[config.mk]
export PLATFORM = sky130hd
export DESIGN_NAME = celatch_mem_host
export DESIGN_NICKNAME = d
export VERILOG_FILES = /design/src/rtl/celatch_mem_host.sv
export SDC_FILE = /design/constraint.sdc
export NUM_CORES = 1
export LEC_CHECK = 0
export BUFFER_PORTS_ARGS = -buffer_cell sky130_fd_sc_hd__buf_2
export CAP_MARGIN = 30
export CORE_MARGIN = 1
export CORE_UTILIZATION = 48
export CTS_CLUSTER_SIZE = 16
export DETAILED_ROUTE_END_ITERATION = 10
export PLACE_DENSITY = 0.78
export SYNTH_ARGS = -nofsm -noshare
export SYNTH_HDL_FRONTEND = slang
export SYNTH_SLANG_ARGS = --single-unit
[constraint.sdc]
create_clock -name clk -period 2.5 [get_ports clk]
set_input_delay 0.375 -clock clk [delete_from_list [all_inputs] [get_ports clk]]
set_output_delay 0.375 -clock clk [all_outputs]
set_load 0.005 [all_outputs]
[src/rtl/celatch_mem_host.sv]
module celatch_mem_host #(
  parameter int AW        = 13,
  parameter int DW        = 8,
  parameter int SETUP_CYC = 1,
  parameter int T_ACCESS  = 4,
  parameter int T_HOLD    = 2,
  parameter int T_DSETUP  = 2,
  parameter int PRE_CYC   = 3,
  parameter int T_CEMAX   = 16
) (
  input  logic          clk,
  input  logic          rst_n,
  input  logic          req,
  input  logic          wr,
  input  logic [AW-1:0] addr,
  input  logic [DW-1:0] wdata,
  output logic          ready,
  output logic [DW-1:0] rdata,
  output logic          rdata_valid,
  output logic          mem_ce_n,
  output logic          mem_we_n,
  output logic          mem_oe_n,
  output logic [AW-1:0] mem_addr,
  output logic [DW-1:0] mem_dout,
  input  logic [DW-1:0] mem_din,
  output logic          mem_dout_en
);

  localparam int ACC_A   = (T_ACCESS > T_HOLD) ? T_ACCESS : T_HOLD;
  localparam int ACC_CYC = (ACC_A > T_DSETUP) ? ACC_A : T_DSETUP;
  localparam int BIG0    = (ACC_CYC > SETUP_CYC) ? ACC_CYC : SETUP_CYC;
  localparam int BIG1    = (BIG0 > PRE_CYC) ? BIG0 : PRE_CYC;
  localparam int BIG     = (BIG1 > T_CEMAX) ? BIG1 : T_CEMAX;
  localparam int CW      = $clog2(BIG + 2) + 1;
  localparam logic [CW-1:0] CSAT = {CW{1'b1}};

  typedef enum logic [2:0] {S_IDLE, S_SETUP, S_ACCESS, S_END, S_PRE} state_t;

  state_t        st;
  logic [CW-1:0] cnt;
  logic          op_wr;
  logic          in_wr_cycle;

  assign in_wr_cycle = op_wr && (st == S_SETUP || st == S_ACCESS || st == S_END);
  assign ready       = (st == S_IDLE);
  assign mem_ce_n    = (st != S_ACCESS);
  assign mem_we_n    = !in_wr_cycle;
  assign mem_oe_n    = !(!op_wr && st == S_ACCESS);
  assign mem_dout_en = in_wr_cycle;

  always_ff @(posedge clk or negedge rst_n) begin
    if (!rst_n) begin
      st          <= S_IDLE;
      cnt         <= '0;
      op_wr       <= 1'b0;
      mem_addr    <= '0;
      mem_dout    <= '0;
      rdata       <= '0;
      rdata_valid <= 1'b0;
    end else begin
      rdata_valid <= 1'b0;
      case (st)
        S_IDLE: if (req) begin
          mem_addr <= addr;
          mem_dout <= wdata;
          op_wr    <= wr;
          cnt      <= '0;
          st       <= S_SETUP;
        end
        S_SETUP: if (cnt == CW'(SETUP_CYC - 1)) begin
          cnt <= '0;
          st  <= S_ACCESS;
        end else cnt <= cnt + 1'b1;
        S_ACCESS: if (cnt == CW'(ACC_CYC - 1)) begin
          cnt <= '0;
          st  <= S_END;
          if (!op_wr) begin
            rdata       <= mem_din;
            rdata_valid <= 1'b1;
          end
        end else cnt <= cnt + 1'b1;
        S_END: begin
          cnt <= '0;
          st  <= S_PRE;
        end
        S_PRE: if (cnt == CW'(PRE_CYC - 1)) begin
          cnt <= '0;
          st  <= S_IDLE;
        end else cnt <= cnt + 1'b1;
        default: st <= S_IDLE;
      endcase
    end
  end

  logic [CW-1:0] lo_run, hi_run;
  always_ff @(posedge clk or negedge rst_n) begin
    if (!rst_n) begin
      lo_run <= '0;
      hi_run <= CSAT;
    end else if (mem_ce_n) begin
      lo_run <= '0;
      hi_run <= (hi_run == CSAT) ? CSAT : hi_run + 1'b1;
    end else begin
      hi_run <= '0;
      lo_run <= (lo_run == CSAT) ? CSAT : lo_run + 1'b1;
    end
  end

  a_r2_ready_only_idle: assert property (@(posedge clk) disable iff (!rst_n)
    ready |-> mem_ce_n && mem_we_n && mem_oe_n && !mem_dout_en);
  a_r3_addr_stable: assert property (@(posedge clk) disable iff (!rst_n)
    (!mem_ce_n && $past(!mem_ce_n)) |-> $stable(mem_addr));
  a_r4_we_before_ce: assert property (@(posedge clk) disable iff (!rst_n)
    $fell(mem_ce_n) |-> $stable(mem_we_n) && $stable(mem_dout));
  a_r4_we_holds_at_rise: assert property (@(posedge clk) disable iff (!rst_n)
    ($rose(mem_ce_n) && $past(!mem_we_n)) |-> !mem_we_n && $stable(mem_dout));
  a_r4_oe_off_in_write: assert property (@(posedge clk) disable iff (!rst_n)
    !mem_we_n |-> mem_oe_n);
  a_r5_ce_low_len: assert property (@(posedge clk) disable iff (!rst_n)
    $rose(mem_ce_n) |-> lo_run == CW'(ACC_CYC));
  a_r5_ce_max: assert property (@(posedge clk) disable iff (!rst_n)
    !mem_ce_n |-> lo_run < CW'(T_CEMAX));
  a_r6_valid_pulse: assert property (@(posedge clk) disable iff (!rst_n)
    rdata_valid |=> !rdata_valid);
  a_r7_precharge: assert property (@(posedge clk) disable iff (!rst_n)
    $fell(mem_ce_n) |-> hi_run >= CW'(PRE_CYC + 1));
  a_r9_no_contention: assert property (@(posedge clk) disable iff (!rst_n)
    !mem_oe_n |-> !mem_dout_en && $past(!mem_dout_en));

endmodule

# ---- Word level (Yosys, flattened, before mapping)
# Index checks and enable logic that the tools add are counted.
dict set report classes {
  n_addsub 1
  n_eq_ne 11
  n_mux 13
  n_bitwise 1
  reduce_logical 14
}
# op n
set ops {}
lappend ops {{$pmux W6 S5} 1}
lappend ops {{$mux W6} 4}
lappend ops {{$pmux W3 S5} 1}
lappend ops {{$eq A6 B2 Y1 const B} 2}
lappend ops {{$mux W3} 4}
lappend ops {{$add A6 B1 Y6 const B} 1}
lappend ops {{$eq A3 B2 Y1 const B} 2}
lappend ops {{$logic_not A6 Y1} 1}
lappend ops {{$reduce_bool A5 Y1} 1}
lappend ops {{$ne A2 B1 Y1 const B} 2}
lappend ops {{$ne A2 B2 Y1 const B} 2}
lappend ops {{$reduce_and A2 Y1} 2}
lappend ops {{$reduce_and A4 Y1} 1}
lappend ops {{$eq A3 B1 Y1 const B} 1}
lappend ops {{$eq A3 B3 Y1 const B} 1}
lappend ops {{$logic_not A1 Y1} 3}
lappend ops {{$logic_not A3 Y1} 1}
lappend ops {{$mux W1} 3}
lappend ops {{$ne A3 B2 Y1 const B} 1}
lappend ops {{$reduce_and A3 Y1} 1}
lappend ops {{$logic_and A1 B1 Y1} 2}
lappend ops {{$logic_or A1 B1 Y1} 2}
lappend ops {{$not A1 Y1} 1}
dict set report word_totals {
  reg_bits 40
  inputBits 33
  out_inout_bits 35
  word_cells 47
}

# ---- Logic depth before layout (Yosys ltp)
dict set report logic_depth {
  depth_word 5
  mapped_depth 8
  depth_no_buf 6
}

# ---- Least setup slack after synthesis
# OpenSTA, ideal clock, no wires.
dict set report synth_timing {
  path_kind {register to register}
  startpoint {reg st[0]}
  endpoint {reg rdata[0]}
  setup_ps 125
  arrival_ps 1665
  t_required_ps 2375
  path_slack_ps 710
  path_stages_with_launch 9
  path_buffers 2
  synth_period_minus_slack_ps 1790
  cell_sequence {dfrtp_1 -> buf_6 -> nand2b_4 -> nor2_4 -> inv_2 -> or2_4 -> or2_1 -> buf_6 -> mux2_4}
}
dict set report synth_via {
  elab_chain_cells 2
}
# element line_no
set synth_lines {}
lappend synth_lines {{start, declared} 39} ;# state_t st;
lappend synth_lines {{start signal, assigned} 53} ;# st <= S_IDLE;
lappend synth_lines {{start signal, assigned} 68} ;# st <= S_SETUP;
lappend synth_lines {{start signal, assigned} 72} ;# st <= S_ACCESS;
lappend synth_lines {{$eq A3 B2 Y1} 62} ;# case (st)
lappend synth_lines {{$reduce_and A3 Y1 (no line)} -}
lappend synth_lines {{end signal, assigned} 78} ;# rdata <= mem_din;
lappend synth_lines {{end, declared} 18} ;# output logic [DW-1:0] rdata,
# No other way between the ends.
# A chain may end at the register's enable or synchronous reset.

# ---- Worst setup path after layout
dict set report layout_timing {
  startpoint {reg cnt[3]}
  endpoint {reg rdata[5]}
}
dict set report layout_via {
  elab_chain_cells 2
}
# element line_no
set layout_lines {}
lappend layout_lines {{start, declared} 40} ;# logic [CW-1:0] cnt;
lappend layout_lines {{start signal, assigned} 73} ;# end else cnt <= cnt + 1'b1;
lappend layout_lines {{start signal, assigned} 81} ;# end else cnt <= cnt + 1'b1;
lappend layout_lines {{start signal, assigned} 89} ;# end else cnt <= cnt + 1'b1;
lappend layout_lines {{$eq A6 B2 Y1} 74} ;# S_ACCESS: if (cnt == CW'(ACC_CYC - 1)) begin
lappend layout_lines {{$reduce_and A3 Y1 (no line)} -}
# No other way between the ends.

==> flow_metrics.env <==
export IMPL_drive_above_1_share=0.545
export IMPL_globalplace_congestion=0.924
export IMPL_main_combinational_cell_family_by_area_after_synthesis="multiplexers"
export IMPL_design_portCount=68
export IMPL_regToRegSetupSlack_ns=0.42
export IMPL_critical_path_slowest_cell="sky130_fd_sc_hd__nor4_2"
export IMPL_grt_overflow=0
export IMPL_synth_xor_area_frac=0.00485
export IMPL_postSynthCellCount=138
export IMPL_tritoncts="done"
export IMPL_post_synth_fa_ha_maj_area_fraction=0.0208
export IMPL_worst_r2r_cell_count=4
export IMPL_via_count=1325
export IMPL_drtAntennaViolNets=0
export IMPL_floorplan_die_area_um2=4010
export IMPL_std_cell_rows=21
export IMPL_final_max_slew_violation_count=0
export IMPL_holdBufCountCts=0
export IMPL_clk_pin_slew_ns=0.08
export IMPL_synth_enable_flop_cells=0
export IMPL_yosys_area_top_type_share=0.554
export IMPL_final_min_period_over_clock_period=0.831
export IMPL_first_pass_grt_wire_length_mm=6.20
export IMPL_slew_headroom=0.418
export IMPL_mappedNetlistArea_um2=1810
export IMPL_required_time_of_the_critical_path_ns=2.67
export IMPL_synth_cell_type_count=35
export IMPL_die_height_um=63.4
export IMPL_tritoncts_num_buffers=5
export IMPL_critPathCaptureType="flip-flop"
export IMPL_finish_net_count=244
export IMPL_status="finished, final reports clean"
export IMPL_p_leak_uw=0.00114
export IMPL_grt_pass1_vias=1301
export IMPL_clkLatencyLatePin_ns=0.28
export IMPL_cp_slowest_stage_delay_ns=0.56
export IMPL_floorplan_initialDensity=0.521
export IMPL_synth_compound_area_share=0.0665
export IMPL_yosysTopAreaCell="sky130_fd_sc_hd__dfrtp_1"
export IMPL_dp_hpwl_mm=2.90
export IMPL_maximum_number_of_pins_on_one_net_before_global_route_repair=41
export IMPL_diodes=0
export IMPL_cts_root_to_sink_buffers=2
export IMPL_yosys_top_cells_area="sky130_fd_sc_hd__dfrtp_1, sky130_fd_sc_hd__mux2_2, sky130_fd_sc_hd__mux2_4, sky130_fd_sc_hd__ha_1, sky130_fd_sc_hd__nand2_1"
export IMPL_yosys_warnings=0
export IMPL_initial_antenna_violation_count=0
export IMPL_timing_critical_path_cells="nor4_2, nand2_1, or2_1, mux2_4"
export IMPL_min_delay_path_class="primary input to async pin"
export IMPL_ys_ff_latch=40
export IMPL_area_delta_synth_final_pct=24.8
export IMPL_placedInstanceArea_um2=2170
export IMPL_deepest_level_of_the_cts_h_tree=2
export IMPL_fin_area_um2=2250
export IMPL_finalWorstPathRequiredPeriod_ns=2.08
export IMPL_synth_fp_nets=174
export IMPL_rsz0062_at_grt="no"
export IMPL_wirelength_mm=3.81
export IMPL_cts_root_buffer_cell="sky130_fd_sc_hd__clkbuf_8"
export IMPL_synth_simple_area_share=0.107
export IMPL_crit_path_arrival_time_ns=2.25
export IMPL_critical_path_class="flip-flop to flip-flop"
export IMPL_synth_async_sr_flop_share=1.00
export IMPL_cts_sink_count=40
export IMPL_yosysSeqAreaShare=0.554
export IMPL_vdd_ir_drop_max_mv=0.548
export IMPL_avgSynthCellArea_um2=13.1
export IMPL_critical_path_startpoint_type="flip-flop"
export IMPL_numPortBuffers=67
export IMPL_hold_viol=0
export IMPL_groute_usage_overall=0.204
export IMPL_timing_critical_path_fanout_max=9
export IMPL_chipWidth_um=63.4
export IMPL_fin_skew_ns=0.00168
export IMPL_timing_fmax_mhz=481
export IMPL_dr_pass1_iters=4
export IMPL_wire_per_inst_um=14.9
export IMPL_drc=0
export IMPL_timing_rr_end="rdata[5]"
export IMPL_timing_rr_start="cnt[3]"
export IMPL_detail_route_iter0_violations=36
export IMPL_post_cts_resize_count=0
export IMPL_number_of_failing_setup_endpoints_in_the_final_timing_report=0
export IMPL_worst_pin_slew_ns=0.872
export IMPL_core_area_um2=3470
export IMPL_synthMuxAreaShare=0.210
export IMPL_synth_ff_type="sky130_fd_sc_hd__dfrtp_1"
export IMPL_power_density_nw_per_um2=1170
export IMPL_max_cap_violations=0
export IMPL_vias_per_cell=5.20
export IMPL_timing_setup_tns_ns=0
export IMPL_cts_setup_buffers=0
-- flip-flops by register name (all words and copies together) (netlist names) --
signal,count
op_wr,1
mem_addr,13
cnt,6
rdata_valid,1
rdata,8
mem_dout,8
st,3
-- per-layer routing --
metal,track usage,vias to the layer above,part of all wire
met5,0,-,0
met4,0.0426,0,0.0060
met3,0.0562,5,0.074
met1,0.249,635,0.42
met2,0.356,57,0.50
li1,-,628,-
-- placed cells by master, fill, tap and decap left out, types with 2 or more instances in the layout --
| cell type | instances |
|---|---|
| sky130_fd_sc_hd__buf_2 | 67 |
| sky130_fd_sc_hd__dfrtp_1 | 40 |
| sky130_fd_sc_hd__mux2_2 | 23 |
| sky130_fd_sc_hd__nand2_1 | 9 |
| sky130_fd_sc_hd__mux2_4 | 8 |
| sky130_fd_sc_hd__nor2_1 | 6 |
| sky130_fd_sc_hd__clkbuf_8 | 5 |
| sky130_fd_sc_hd__inv_1 | 4 |
| sky130_fd_sc_hd__nand3_1 | 4 |
| sky130_fd_sc_hd__o211ai_1 | 4 |
| sky130_fd_sc_hd__o21ai_0 | 4 |
| sky130_fd_sc_hd__nor2b_1 | 3 |
| sky130_fd_sc_hd__a21oi_1 | 3 |
| sky130_fd_sc_hd__ha_1 | 3 |
| sky130_fd_sc_hd__o22ai_1 | 2 |
| sky130_fd_sc_hd__clkinv_2 | 2 |
| sky130_fd_sc_hd__buf_4 | 2 |
-- layout make-up --
type	instances	area [um^2]
clock inverter	3	18.8
clock buffer	5	68.8
fill	277	1210
inverter	5	18.8
sequential	40	1000
tap	46	57.6
multi-input combinational	87	739
timing repair buffer	69	350
-- worst max path at each step --
stage                           to  depth (start not counted)    from
final                     rdata[5]                          4  cnt[3]
after global routing      rdata[3]                          4  cnt[3]
after CTS                 rdata[5]                          4  cnt[3]
after detailed placement  rdata[5]                          4  cnt[3]
after global placement    rdata[5]                          4  cnt[3]
after floorplan           rdata[0]                          8   st[0]
-- cells in the mapped netlist, types with 2 or more instances --
cell	number
sky130_fd_sc_hd__a21oi_1	3
sky130_fd_sc_hd__buf_2	2
sky130_fd_sc_hd__buf_4	2
sky130_fd_sc_hd__buf_6	2
sky130_fd_sc_hd__dfrtp_1	40
sky130_fd_sc_hd__ha_1	3
sky130_fd_sc_hd__inv_1	4
sky130_fd_sc_hd__mux2_2	23
sky130_fd_sc_hd__mux2_4	8
sky130_fd_sc_hd__nand2_1	9
sky130_fd_sc_hd__nand3_1	4
sky130_fd_sc_hd__nor2_1	6
sky130_fd_sc_hd__nor2b_1	3
sky130_fd_sc_hd__o211ai_1	4
sky130_fd_sc_hd__o21ai_0	4
sky130_fd_sc_hd__o22ai_1	2
-- per-stage QoR --
stage	setup slack, ns	hold WS, ns	std cells	total power (uW)	utilization
floorplan	0.710	0.0794	138	1810	-
global placement	0.597	0.483	247	2180	0.625
detailed placement	0.458	0.491	247	2260	0.625
CTS	0.439	0.215	255	2670	0.650
global route	0.311	0.251	255	2830	0.650
finish	0.422	0.201	255	2650	0.650
-- critical path, delay by kind of cell (launching register included) --
family,cells,cell delay [ns]
multiplexers,1,0.37
AND/OR/NAND/NOR,3,1.15
flip-flops,1,0.45
-- where the power goes --
part / switching, uW / internal [uW] / total [uW]
clock network: 217 / 194 / 411
registers: 205 / 926 / 1130
logic: 479 / 628 / 1110
-- kinds of logic after synthesis --
group / after synthesis
buf+inv: 11
compound gates: 18
flops: 40
fa+ha+maj: 3
simple gates: 34
mux: 31
xor+xnor: 1
(Power assumes the default switching activity.)
